--- config.mk ---
export PLATFORM = sky130hd
export DESIGN_NAME = i2c24_target
export DESIGN_NICKNAME = d
export VERILOG_FILES = /design/src/rtl/i2c24_pkg.sv /design/src/rtl/i2c24_sync.sv /design/src/rtl/i2c24_engine.sv /design/src/rtl/i2c24_regs.sv /design/src/rtl/i2c24_target.sv
export SDC_FILE = /design/constraint.sdc
export NUM_CORES = 1
export LEC_CHECK = 0
export BUFFER_PORTS_ARGS = -buffer_cell sky130_fd_sc_hd__buf_4
export CORE_MARGIN = 1.5
export CORE_UTILIZATION = 60
export CTS_CLUSTER_SIZE = 12
export DETAILED_ROUTE_END_ITERATION = 8
export GPL_ROUTABILITY_DRIVEN = 0
export PLACE_DENSITY = 0.9
export SLEW_MARGIN = 10
export SYNTH_ARGS = -nofsm -noshare
export SYNTH_HDL_FRONTEND = slang
export SYNTH_SLANG_ARGS = --single-unit
--- constraint.sdc ---
create_clock -name clk -period 3.71 [get_ports clk]
set_clock_uncertainty 0.15 [all_clocks]
set_input_delay 0.5565 -clock clk [delete_from_list [all_inputs] [get_ports clk]]
set_output_delay 0.5565 -clock clk [all_outputs]
set_load 0.005 [all_outputs]
--- src/rtl/i2c24_pkg.sv ---
package i2c24_pkg;
  localparam int BYTE_W = 8;
  typedef enum logic [2:0] {PH_IDLE, PH_DEV, PH_REG, PH_WR, PH_RD} phase_t;
endpackage

--- src/rtl/i2c24_sync.sv ---
module i2c24_sync #(
  parameter int STAGES = 2
) (
  input  logic clk,
  input  logic rst,
  input  logic scl_i,
  input  logic sda_i,
  output logic scl_rise,
  output logic scl_fall,
  output logic sda_s,
  output logic start_det,
  output logic stop_det
);
  localparam int DEPTH = STAGES + 1;
  logic [DEPTH-1:0] scl_sh, sda_sh;

  always_ff @(posedge clk) begin
    if (rst) begin
      scl_sh <= '1;
      sda_sh <= '1;
    end else begin
      scl_sh <= {scl_sh[DEPTH-2:0], scl_i};
      sda_sh <= {sda_sh[DEPTH-2:0], sda_i};
    end
  end

  logic scl_c, scl_p, sda_p;
  assign scl_c     = scl_sh[STAGES-1];
  assign scl_p     = scl_sh[STAGES];
  assign sda_s     = sda_sh[STAGES-1];
  assign sda_p     = sda_sh[STAGES];
  assign scl_rise  = scl_c & ~scl_p;
  assign scl_fall  = ~scl_c & scl_p;
  assign start_det = scl_c & scl_p & sda_p & ~sda_s;
  assign stop_det  = scl_c & scl_p & ~sda_p & sda_s;
endmodule

--- src/rtl/i2c24_engine.sv ---
module i2c24_engine
  import i2c24_pkg::*;
#(
  parameter int         REG_BYTES = 3,
  parameter int         STRAP_W   = 4,
  parameter logic [2:0] DEV_HI    = 3'b110
) (
  input  logic                          clk,
  input  logic                          rst,
  input  logic                          scl_rise,
  input  logic                          scl_fall,
  input  logic                          sda_s,
  input  logic                          start_det,
  input  logic                          stop_det,
  input  logic [STRAP_W-1:0]            strap,
  input  logic [REG_BYTES*BYTE_W-1:0]   rd_word,
  output logic [BYTE_W-1:0]             rd_addr,
  output logic [BYTE_W-1:0]             ptr,
  output logic                          rd_load,
  output logic                          wr_en,
  output logic [BYTE_W-1:0]             wr_addr,
  output logic [REG_BYTES*BYTE_W-1:0]   wr_word,
  output logic                          sda_pull
);
  localparam int REG_W = REG_BYTES * BYTE_W;
  localparam int GRP_W = (REG_BYTES > 1) ? $clog2(REG_BYTES) : 1;
  localparam int IDX_W = $clog2(REG_W);
  localparam logic [GRP_W-1:0] LAST = GRP_W'(REG_BYTES - 1);

  phase_t            ph;
  logic [BYTE_W-1:0] sr;
  logic [3:0]        bitcnt;
  logic              in_ack, rw, mack;
  logic [GRP_W-1:0]  grp;
  logic [REG_W-1:0]  shadow, wbuf;
  logic              dev_match, step_grp;
  logic [IDX_W-1:0]  tx_idx;

  assign dev_match = (sr[7:1] == {DEV_HI, strap});
  assign step_grp  = (ph == PH_RD) && in_ack && (grp == LAST);
  assign rd_addr   = step_grp ? ptr + 1'b1 : ptr;
  assign tx_idx    = IDX_W'(REG_W - 1) - IDX_W'(bitcnt);

  always_ff @(posedge clk) begin
    if (rst) begin
      ph <= PH_IDLE; sr <= '0; bitcnt <= '0; in_ack <= 1'b0; rw <= 1'b0;
      mack <= 1'b1; grp <= '0; shadow <= '0; wbuf <= '0; ptr <= '0;
      rd_load <= 1'b0; wr_en <= 1'b0; wr_addr <= '0; wr_word <= '0;
      sda_pull <= 1'b0;
    end else begin
      rd_load <= 1'b0;
      wr_en   <= 1'b0;
      if (start_det) begin
        ph <= PH_DEV; bitcnt <= '0; in_ack <= 1'b0; sda_pull <= 1'b0; grp <= '0;
      end else if (stop_det) begin
        ph <= PH_IDLE; bitcnt <= '0; in_ack <= 1'b0; sda_pull <= 1'b0; grp <= '0;
      end else begin
        case (ph)
          PH_DEV, PH_REG, PH_WR: begin
            if (scl_rise && !in_ack && bitcnt != 4'd8) begin
              sr     <= {sr[BYTE_W-2:0], sda_s};
              bitcnt <= bitcnt + 4'd1;
            end else if (scl_fall && !in_ack && bitcnt == 4'd8) begin
              if (ph == PH_DEV && !dev_match) begin
                ph <= PH_IDLE;
              end else begin
                sda_pull <= 1'b1;
                in_ack   <= 1'b1;
              end
              if (ph == PH_DEV) rw <= sr[0];
              if (ph == PH_REG) begin ptr <= sr; grp <= '0; end
              if (ph == PH_WR)  wbuf <= {wbuf[REG_W-BYTE_W-1:0], sr};
            end else if (scl_fall && in_ack) begin
              sda_pull <= 1'b0;
              in_ack   <= 1'b0;
              bitcnt   <= '0;
              case (ph)
                PH_DEV: begin
                  if (rw) begin
                    ph       <= PH_RD;
                    grp      <= '0;
                    shadow   <= rd_word;
                    rd_load  <= 1'b1;
                    sda_pull <= ~rd_word[REG_W-1];
                  end else begin
                    ph <= PH_REG;
                  end
                end
                PH_REG: ph <= PH_WR;
                default: begin
                  if (grp == LAST) begin
                    wr_en   <= 1'b1;
                    wr_addr <= ptr;
                    wr_word <= wbuf;
                    ptr     <= ptr + 1'b1;
                    grp     <= '0;
                  end else begin
                    grp <= grp + 1'b1;
                  end
                end
              endcase
            end
          end
          PH_RD: begin
            if (scl_rise) begin
              if (in_ack) mack <= sda_s;
              else        bitcnt <= bitcnt + 4'd1;
            end else if (scl_fall && !in_ack) begin
              if (bitcnt == 4'd8) begin
                sda_pull <= 1'b0;
                in_ack   <= 1'b1;
              end else begin
                sda_pull <= ~shadow[tx_idx];
              end
            end else if (scl_fall && in_ack) begin
              in_ack <= 1'b0;
              bitcnt <= '0;
              if (mack) begin
                ph       <= PH_IDLE;
                sda_pull <= 1'b0;
              end else if (grp == LAST) begin
                grp      <= '0;
                ptr      <= rd_addr;
                shadow   <= rd_word;
                rd_load  <= 1'b1;
                sda_pull <= ~rd_word[REG_W-1];
              end else begin
                grp      <= grp + 1'b1;
                shadow   <= shadow << BYTE_W;
                sda_pull <= ~shadow[REG_W-BYTE_W-1];
              end
            end
          end
          default: ;
        endcase
      end
    end
  end
endmodule

--- src/rtl/i2c24_regs.sv ---
module i2c24_regs #(
  parameter int         REG_W    = 24,
  parameter int         CUR_W    = 9,
  parameter int         AVG_W    = 8,
  parameter int         GAIN_W   = 2,
  parameter int         FLT_W    = 4,
  parameter int         LAT_BIT  = 10,
  parameter logic [7:0] ADR_STAT = 8'h00,
  parameter logic [7:0] ADR_AVG  = 8'h02,
  parameter logic [7:0] ADR_GAIN = 8'h04,
  parameter logic [7:0] ADR_FLT  = 8'h06,
  parameter int         GAIN_RST = 0
) (
  input  logic              clk,
  input  logic              rst,
  input  logic              wr_en,
  input  logic [7:0]        wr_addr,
  input  logic [REG_W-1:0]  wr_word,
  input  logic [7:0]        rd_addr,
  input  logic              rd_load,
  input  logic [7:0]        rd_ptr,
  input  logic [CUR_W-1:0]  cur,
  input  logic              fault_now,
  input  logic              fault_lat,
  input  logic              sync_flag,
  output logic [REG_W-1:0]  rd_word,
  output logic [AVG_W-1:0]  avg_o,
  output logic [GAIN_W-1:0] gain_o,
  output logic [FLT_W-1:0]  flevel_o,
  output logic              lat_clr_o,
  output logic              sync_clr_o
);
  localparam int STAT_W = CUR_W + 3;

  always_ff @(posedge clk) begin
    if (rst) begin
      avg_o      <= '0;
      gain_o     <= GAIN_W'(GAIN_RST);
      flevel_o   <= '0;
      lat_clr_o  <= 1'b0;
      sync_clr_o <= 1'b0;
    end else begin
      lat_clr_o  <= wr_en && (wr_addr == ADR_STAT) && wr_word[LAT_BIT];
      sync_clr_o <= rd_load && (rd_ptr == ADR_STAT);
      if (wr_en) begin
        if (wr_addr == ADR_AVG)  avg_o    <= wr_word[AVG_W-1:0];
        if (wr_addr == ADR_GAIN) gain_o   <= wr_word[GAIN_W-1:0];
        if (wr_addr == ADR_FLT)  flevel_o <= wr_word[FLT_W-1:0];
      end
    end
  end

  always_comb begin
    rd_word = '0;
    if (rd_addr == ADR_STAT)
      rd_word = REG_W'({fault_now, fault_lat, sync_flag, cur});
    else if (rd_addr == ADR_AVG)
      rd_word = REG_W'(avg_o);
    else if (rd_addr == ADR_GAIN)
      rd_word = REG_W'(gain_o);
    else if (rd_addr == ADR_FLT)
      rd_word = REG_W'(flevel_o);
  end

  logic unused_w;
  assign unused_w = (STAT_W == 0);
endmodule

--- src/rtl/i2c24_target.sv ---
module i2c24_target
  import i2c24_pkg::*;
#(
  parameter int REG_BYTES = 3,
  parameter int STRAP_W   = 4,
  parameter int CUR_W     = 9,
  parameter int AVG_W     = 8,
  parameter int GAIN_W    = 2,
  parameter int FLT_W     = 4,
  parameter int SYNC_STG  = 2,
  parameter int GAIN_RST  = 0
) (
  input  logic               clk,
  input  logic               rst,
  input  logic               scl_i,
  input  logic               sda_i,
  input  logic [STRAP_W-1:0] strap_i,
  input  logic [CUR_W-1:0]   cur_i,
  input  logic               fault_now_i,
  input  logic               fault_lat_i,
  input  logic               sync_i,
  output logic               sda_pull_o,
  output logic [AVG_W-1:0]   avg_o,
  output logic [GAIN_W-1:0]  gain_o,
  output logic [FLT_W-1:0]   flevel_o,
  output logic               lat_clr_o,
  output logic               sync_clr_o
);
  localparam int REG_W = REG_BYTES * BYTE_W;

  logic scl_rise, scl_fall, sda_s, start_det, stop_det;
  logic [7:0] rd_addr, ptr, wr_addr;
  logic rd_load, wr_en;
  logic [REG_W-1:0] rd_word, wr_word;

  i2c24_sync #(.STAGES(SYNC_STG)) u_sync (
    .clk(clk), .rst(rst), .scl_i(scl_i), .sda_i(sda_i),
    .scl_rise(scl_rise), .scl_fall(scl_fall), .sda_s(sda_s),
    .start_det(start_det), .stop_det(stop_det)
  );

  i2c24_engine #(.REG_BYTES(REG_BYTES), .STRAP_W(STRAP_W)) u_eng (
    .clk(clk), .rst(rst), .scl_rise(scl_rise), .scl_fall(scl_fall),
    .sda_s(sda_s), .start_det(start_det), .stop_det(stop_det),
    .strap(strap_i), .rd_word(rd_word), .rd_addr(rd_addr), .ptr(ptr),
    .rd_load(rd_load), .wr_en(wr_en), .wr_addr(wr_addr),
    .wr_word(wr_word), .sda_pull(sda_pull_o)
  );

  i2c24_regs #(
    .REG_W(REG_W), .CUR_W(CUR_W), .AVG_W(AVG_W), .GAIN_W(GAIN_W),
    .FLT_W(FLT_W), .GAIN_RST(GAIN_RST)
  ) u_regs (
    .clk(clk), .rst(rst), .wr_en(wr_en), .wr_addr(wr_addr),
    .wr_word(wr_word), .rd_addr(rd_addr), .rd_load(rd_load),
    .rd_ptr(ptr), .cur(cur_i), .fault_now(fault_now_i),
    .fault_lat(fault_lat_i), .sync_flag(sync_i), .rd_word(rd_word),
    .avg_o(avg_o), .gain_o(gain_o), .flevel_o(flevel_o),
    .lat_clr_o(lat_clr_o), .sync_clr_o(sync_clr_o)
  );
endmodule

# Word level (Yosys, flattened, before mapping)
# Cells that the tools add are included.
dict set report totals {
  elab_cells 227
  output_inout_bits 17
  mem_bits_ro 0
  inputBits 20
  latch_bits 0
  mem_count 0
  regBits 107
  ram_bits 0
}
dict set report classes {
  shift 0
  add_sub_neg 4
  n_mux 93
  div_mod_pow 0
  n_lt_le_gt_ge 1
  eq_ne 47
  n_bitwise 21
  reduce_logical 38
  n_mul 0
}
# op n
set op_table {}
lappend op_table {{2-to-1 mux 24 bit} 13}
lappend op_table {{2-to-1 mux 8 bit} 12}
lappend op_table {{one-hot mux 24 bit (2 select lines)} 1}
lappend op_table {{== test 8 x 3 -> 1 bit, second input constant} 4}
lappend op_table {{2-to-1 mux 1 bit} 31}
lappend op_table {{2-to-1 mux 4 bit} 7}
lappend op_table {{2-to-1 mux 3 bit} 9}
lappend op_table {{logical NOT 8 bit} 3}
lappend op_table {{2-to-1 mux 2 bit} 10}
lappend op_table {{inequality test 4 bit, second input constant} 5}
lappend op_table {{inequality test 3 bit, second input constant} 6}
lappend op_table {{AND reduction 6 bit} 3}
lappend op_table {{AND reduction 9 bit} 2}
lappend op_table {{== test 8 x 2 -> 1 bit, second input constant} 2}
lappend op_table {{one-hot mux 8 bit (2 select lines)} 1}
lappend op_table {{inequality test 2 bit, second input constant} 7}
lappend op_table {{inverter 1 bit} 14}
lappend op_table {{AND reduction 13 bit} 1}
lappend op_table {{inequality test 3 x 2 -> 1 bit, second input constant} 4}
lappend op_table {{one-hot mux 3 bit (2 select lines)} 2}
lappend op_table {{AND reduction 12 bit} 1}
lappend op_table {{logical AND 1 bit} 11}
lappend op_table {{AND reduction 10 bit} 1}
lappend op_table {{AND reduction 5 bit} 2}
lappend op_table {{33 further kinds} 52}

# Depth between registers and ports, before layout
dict set report depth {
  ltp_word 16
  mapped_depth 12
  mapped_depth_nobuf 8
}

# Cells and area by module
# From an unflattened synthesis, not the netlist that was laid out.
dict set report hier_totals {
  hier_cells 796
  hier_area_um2 6626.4
}
# mod seq_area_each_um2 area_per_inst_um2 cells_each instances
set modules_own_cells {}
lappend modules_own_cells {i2c24_engine 2222.1 5406.4 671 1}
lappend modules_own_cells {i2c24_regs 320.3 1029.7 109 1}
lappend modules_own_cells {i2c24_sync 120.1 190.2 16 1}

# Worst setup path before layout
# OpenSTA, ideal clock, no wires.
dict set report synth_timing {
  path_kind {register -> register}
  startpoint {register u_eng.bitcnt[0]}
  endpoint {register u_eng.ptr[5]}
  synth_period_minus_slack_ns 2.569
  n_path_buf 4
  slack_ns 1.141
  setup_time_ns 0.069
  arrival_time_ns 2.350
  stages_incl_launch_ff 13
  required_time_ns 3.491
  path_cell_list {dfxtp_1 -> clkbuf_1 -> inv_1 -> ha_1 -> and3b_1 -> buf_4 -> nor4b_2 -> buf_4 -> nor2b_1 -> o211a_2 -> buf_6 -> a211o_1 -> o21ai_1}
}
dict set report synth_via {
  elab_chain_cells 5
  elab_cells_between_ends 13
  cone_classes {7 x eq/ne; 3 x mux; 3 x reduce/logical}
}
# item line_no
set synth_rtl {}
lappend synth_rtl {{start, declared} i2c24_engine.sv:32} ;# logic [3:0] bitcnt;
lappend synth_rtl {{start signal, assigned} i2c24_engine.sv:62} ;# bitcnt <= bitcnt + 4'd1;
lappend synth_rtl {{start signal, assigned} i2c24_engine.sv:107} ;# else bitcnt <= bitcnt + 4'd1;
lappend synth_rtl {{== test 4 bit} i2c24_engine.sv:63} ;# end else if (scl_fall && !in_ack && bitcnt == 4'd8) begin
lappend synth_rtl {{logical AND 1 bit} i2c24_engine.sv:63}
lappend synth_rtl {{2-to-1 mux 8 bit} i2c24_engine.sv:63}
lappend synth_rtl {{2-to-1 mux 8 bit} i2c24_engine.sv:60} ;# if (scl_rise && !in_ack && bitcnt != 4'd8) begin
lappend synth_rtl {{one-hot mux 8 bit (2 select lines)} i2c24_engine.sv:58} ;# case (ph)
lappend synth_rtl {{end signal, assigned} i2c24_engine.sv:95} ;# ptr <= ptr + 1'b1;
lappend synth_rtl {{end signal, assigned} i2c24_engine.sv:123} ;# ptr <= rd_addr;
lappend synth_rtl {{end, declared} i2c24_engine.sv:18} ;# output logic [BYTE_W-1:0] ptr,
# Several ways; a longest one is shown, not always the timed one. The select of a mux whose other input is x is not followed.
# A chain may end at the register's enable or synchronous reset.

# Final worst setup path
dict set report layout_timing {
  startpoint {register u_eng.bitcnt[0]}
  endpoint {register u_eng.shadow[1]}
}
dict set report layout_via {
  elab_chain_cells 4
  elab_cells_between_ends 7
  cone_classes {4 x eq/ne; 3 x reduce/logical}
}
# item line_no
set layout_rtl {}
lappend layout_rtl {{== test 4 bit or inequality test 4 bit (tied branches)} {i2c24_engine.sv:63, i2c24_engine.sv:60}}
lappend layout_rtl {{logical AND 1 bit, on equally long branches} {i2c24_engine.sv:63, i2c24_engine.sv:60}}
lappend layout_rtl {{inequality test 2 bit (no source line)} --}
lappend layout_rtl {{AND reduction 12 bit (no source line) (*)} --}
lappend layout_rtl {{end signal, assigned} i2c24_engine.sv:82} ;# shadow <= rd_word;
lappend layout_rtl {{end signal, assigned} i2c24_engine.sv:124} ;# shadow <= rd_word;
lappend layout_rtl {{end signal, assigned} i2c24_engine.sv:129} ;# shadow <= shadow << BYTE_W;
lappend layout_rtl {{end, declared} i2c24_engine.sv:35} ;# logic [REG_W-1:0] shadow, wbuf;
# Every way passes the cells marked *; elsewhere a longest branch is shown, timed or not.

==> results.yml <==
routing:
  viasPerCell: 6.35
  wl_mm: 13.0
  initialDrtViolationCount: 461
  vias: 4730
  firstDrtPassIters: 5
  drt.antenna.violating_nets: 0
  drc: 0
  wire_per_inst_um: 17.4
synthesis:
  ys_top_cells_by_count: "dfxtp_1, nand2_1, a21oi_1"
  synth_enable_flop_cells: 0
  yosys.area.top_type_share_pct: 39.7
  ys.flop_type: "dfxtp_1"
  ys_warn_count: 0
  syn_area_per_cell_um2: 8.30
  synth.distinct_cells: 71
  synth-seq-cells: 103
  synthTopCellsByArea: "dfxtp_1, mux2i_1, a21oi_1, nand2_1, nor2_1"
  synth.most_common_cell: "dfxtp_1"
  yosysSeqAreaShare_pct: 39.7
  async_flop_share_pct: 0
  yosysTopAreaCell: "dfxtp_1"
  syn_area_mm2: 0.00520
  synth_nets: 650
  synthCells: 626
worst_setup_path:
  timing.rr.start: "u_eng.bitcnt[0]"
  path_cells: "inv_1 > ha_1 > and3b_1 > nor4b_2 > buf_4 > nor4b_4 > nor2_1 > a22o_1"
  critical-path-slowest-cell: "nor4b_4"
  setup.worst_path.start_class: "flip-flop"
  path_max_fanout: 17
  critPathKind: "flip-flop to flip-flop"
  cp.required_ns: 3.84
  ff2ff_setup_slack_ns: 0.78
  reg2regPathDepth: 8
  crit_family: "simple AND/OR/NAND/NOR gates"
  crit_buf_inv: 2
  cp_data_arrival_time_ns: 3.06
  r2r-end: "u_eng.shadow[1]"
  crit_path_end_kind: "flip-flop"
  max_stage_delay_ns: 0.75
global_route:
  grt_max_degree: 81
  first_global_vias: 4400
  grt_overflow_total: 0
  antenna_found_initial: 0
  grt_pass1_wl_mm: 20.7
  grt_use_total_pct: 29.1
min_path:
  holdCritStartpoint: "scl_i"
  worstHoldPathCells: 2
  hp-class: "input port to flip-flop"
  holdPathEnd: "u_sync.scl_sh[0]"
power_and_ir_drop:
  pwr_density_cell_mw_per_mm2: 326
  ir_drop_uv: 261
  power_leakage_nw: 2.04
clock_network:
  cts_max_path_buffers: 2
  clock_sinks: 103
  cts-root-buf: "clkbuf_8"
  clk_pin_slew_ns: 0.10
  cts_tree: "yes"
  cts_hold_buf: 0
  cts_resized: 0
  clk_latency_ns: 0.38
  htreeDepth: 3
  postCtsSetupBuffers: 0
  cts_buffers: 9
timing:
  finalHoldViolCount: 0
  fin_setup_tns_ns: 0
  setup_viol: 0
  setup_slack_ns: 0.778
  max_freq_ghz: 0.341
  rsz0062_at_grt: "no"
  worstMarginPinSlew_ns: 0.914
  drv_slew: 0
  fin_crit_ns: 2.93
  relSlewSlack_pct: 38.8
  finalCritPeriodShare_pct: 79.0
layout:
  antenna_cells: 0
  stdcell_count: 745
  final_nets: 660
  final_layout_size_suffix_gt1_share_pct: 13.1
  final_area_mm2: 0.00563
  syn2layout_area_growth_pct: 8.23
floorplan:
  ios: 37
  die_x_um: 96.1
  die_y_um: 96.1
  core_area_mm2: 0.00830
  start_util_pct: 62.6
  die_area_mm2: 0.00923
  row_count: 33
placement:
  place_ws_ns: 0.845
  dp.cells: 730
  dpl_cell_area_mm2: 0.00545
  numPortBuffers: 36
  hpwl_mm: 9.06
run_status:
  status: "complete, no violations"
flow_run:
  max_cap_viol_count: 0
==> worst register-to-register path: cells and delay by family, from the launching register on <==
family                     cells  cell delay (ns)
adders and majority gates      1             0.15
and+or+nand+nor                4             1.49
buffers and inverters          2             0.33
DFF                            1             0.42
AOI/OAI and AO/OA              1             0.29
==> state kept, by name, indices dropped and copies added, names as in the netlist, 2 cells and up <==
signal and flops:
u_eng.ptr 8, u_eng.wr_addr 8, u_regs.flevel_o 4, u_eng.grp 2, u_eng.sr 8, u_eng.bitcnt 4
u_regs.gain_o 2, u_eng.wr_word 9, u_eng.ph 3, u_sync.sda_sh 3, u_sync.scl_sh 3, u_regs.avg_o 8
u_eng.shadow 24, u_eng.wbuf 9
==> where the power goes <==
part	internal, mW	switching (mW)
sequential	1.11	0.00329
clock	0.252	0.412
combinational	0.0241	0.0336
==> metal layers <==
layer | global-route usage, % | vias to the layer above | share of wire [%]
li1 | - | 2235 | -
met1 | 37.2 | 2216 | 41
met2 | 46.2 | 238 | 48
met3 | 6.08 | 41 | 7.7
met4 | 15.1 | 0 | 3.4
met5 | 0 | - | 0
==> cell type report <==
cell class,instances,area (um2)
clock buffer,9,124
timing repair buffer,40,300
tap,105,131
multi-input combinational,471,2910
sequential,103,2060
inverter,11,41.3
fill,643,2670
clock inverter,6,53.8
==> how the worst max path moves through the flow <==
stage / slack (ns) / depth (start not counted) / startpoint / endpoint
global placement: 0.91 / 8 / u_eng.bitcnt[0] / u_eng.shadow[1]
floorplan: 1.14 / 12 / u_eng.bitcnt[0] / u_eng.ptr[5]
detailed placement: 0.84 / 8 / u_eng.bitcnt[0] / u_eng.shadow[1]
global route: 0.61 / 8 / u_eng.bitcnt[0] / u_eng.shadow[1]
CTS: 0.82 / 8 / u_eng.bitcnt[0] / u_eng.shadow[1]
finish: 0.78 / 8 / u_eng.bitcnt[0] / u_eng.shadow[1]
==> placed cells by master, fill, tap and decap left out, drive strengths merged, types with 9 or more instances in the layout <==
| master | Yosys | final |
|---|---|---|
| a21oi | 65 | 65 |
| and3 | 12 | 12 |
| buf | 16 | 40 |
| clkbuf | 25 | 9 |
| dfxtp | 103 | 103 |
| inv | 11 | 14 |
| mux2i | 42 | 42 |
| nand2 | 84 | 84 |
| nand3 | 32 | 32 |
| nor2 | 60 | 60 |
| nor3 | 10 | 10 |
| o21ai | 36 | 36 |
==> cell families (layout without fill, tap and decap cells) <==
kind of cell	count (synthesis)	after routing	share of synthesized area [%]
xor+xnor	10	10	1.68
flops	103	103	39.7
buf+inv	52	66	4.28
simple gates	262	262	26.0
mux	48	48	10.3
fa+ha+maj	4	4	0.963
compound gates	147	147	17.1
==> metrics by stage <==
step                power (mW)  hold slack (ns)  utilization (%)
global placement          1.19            0.244             65.7
floorplan                 1.17            0.239                -
detailed placement        1.19            0.246             65.7
global route              1.88            0.201             67.8
finish                    1.83            0.206             67.8
CTS                       1.84            0.207             67.8
Power figures use the tool's default switching activity.
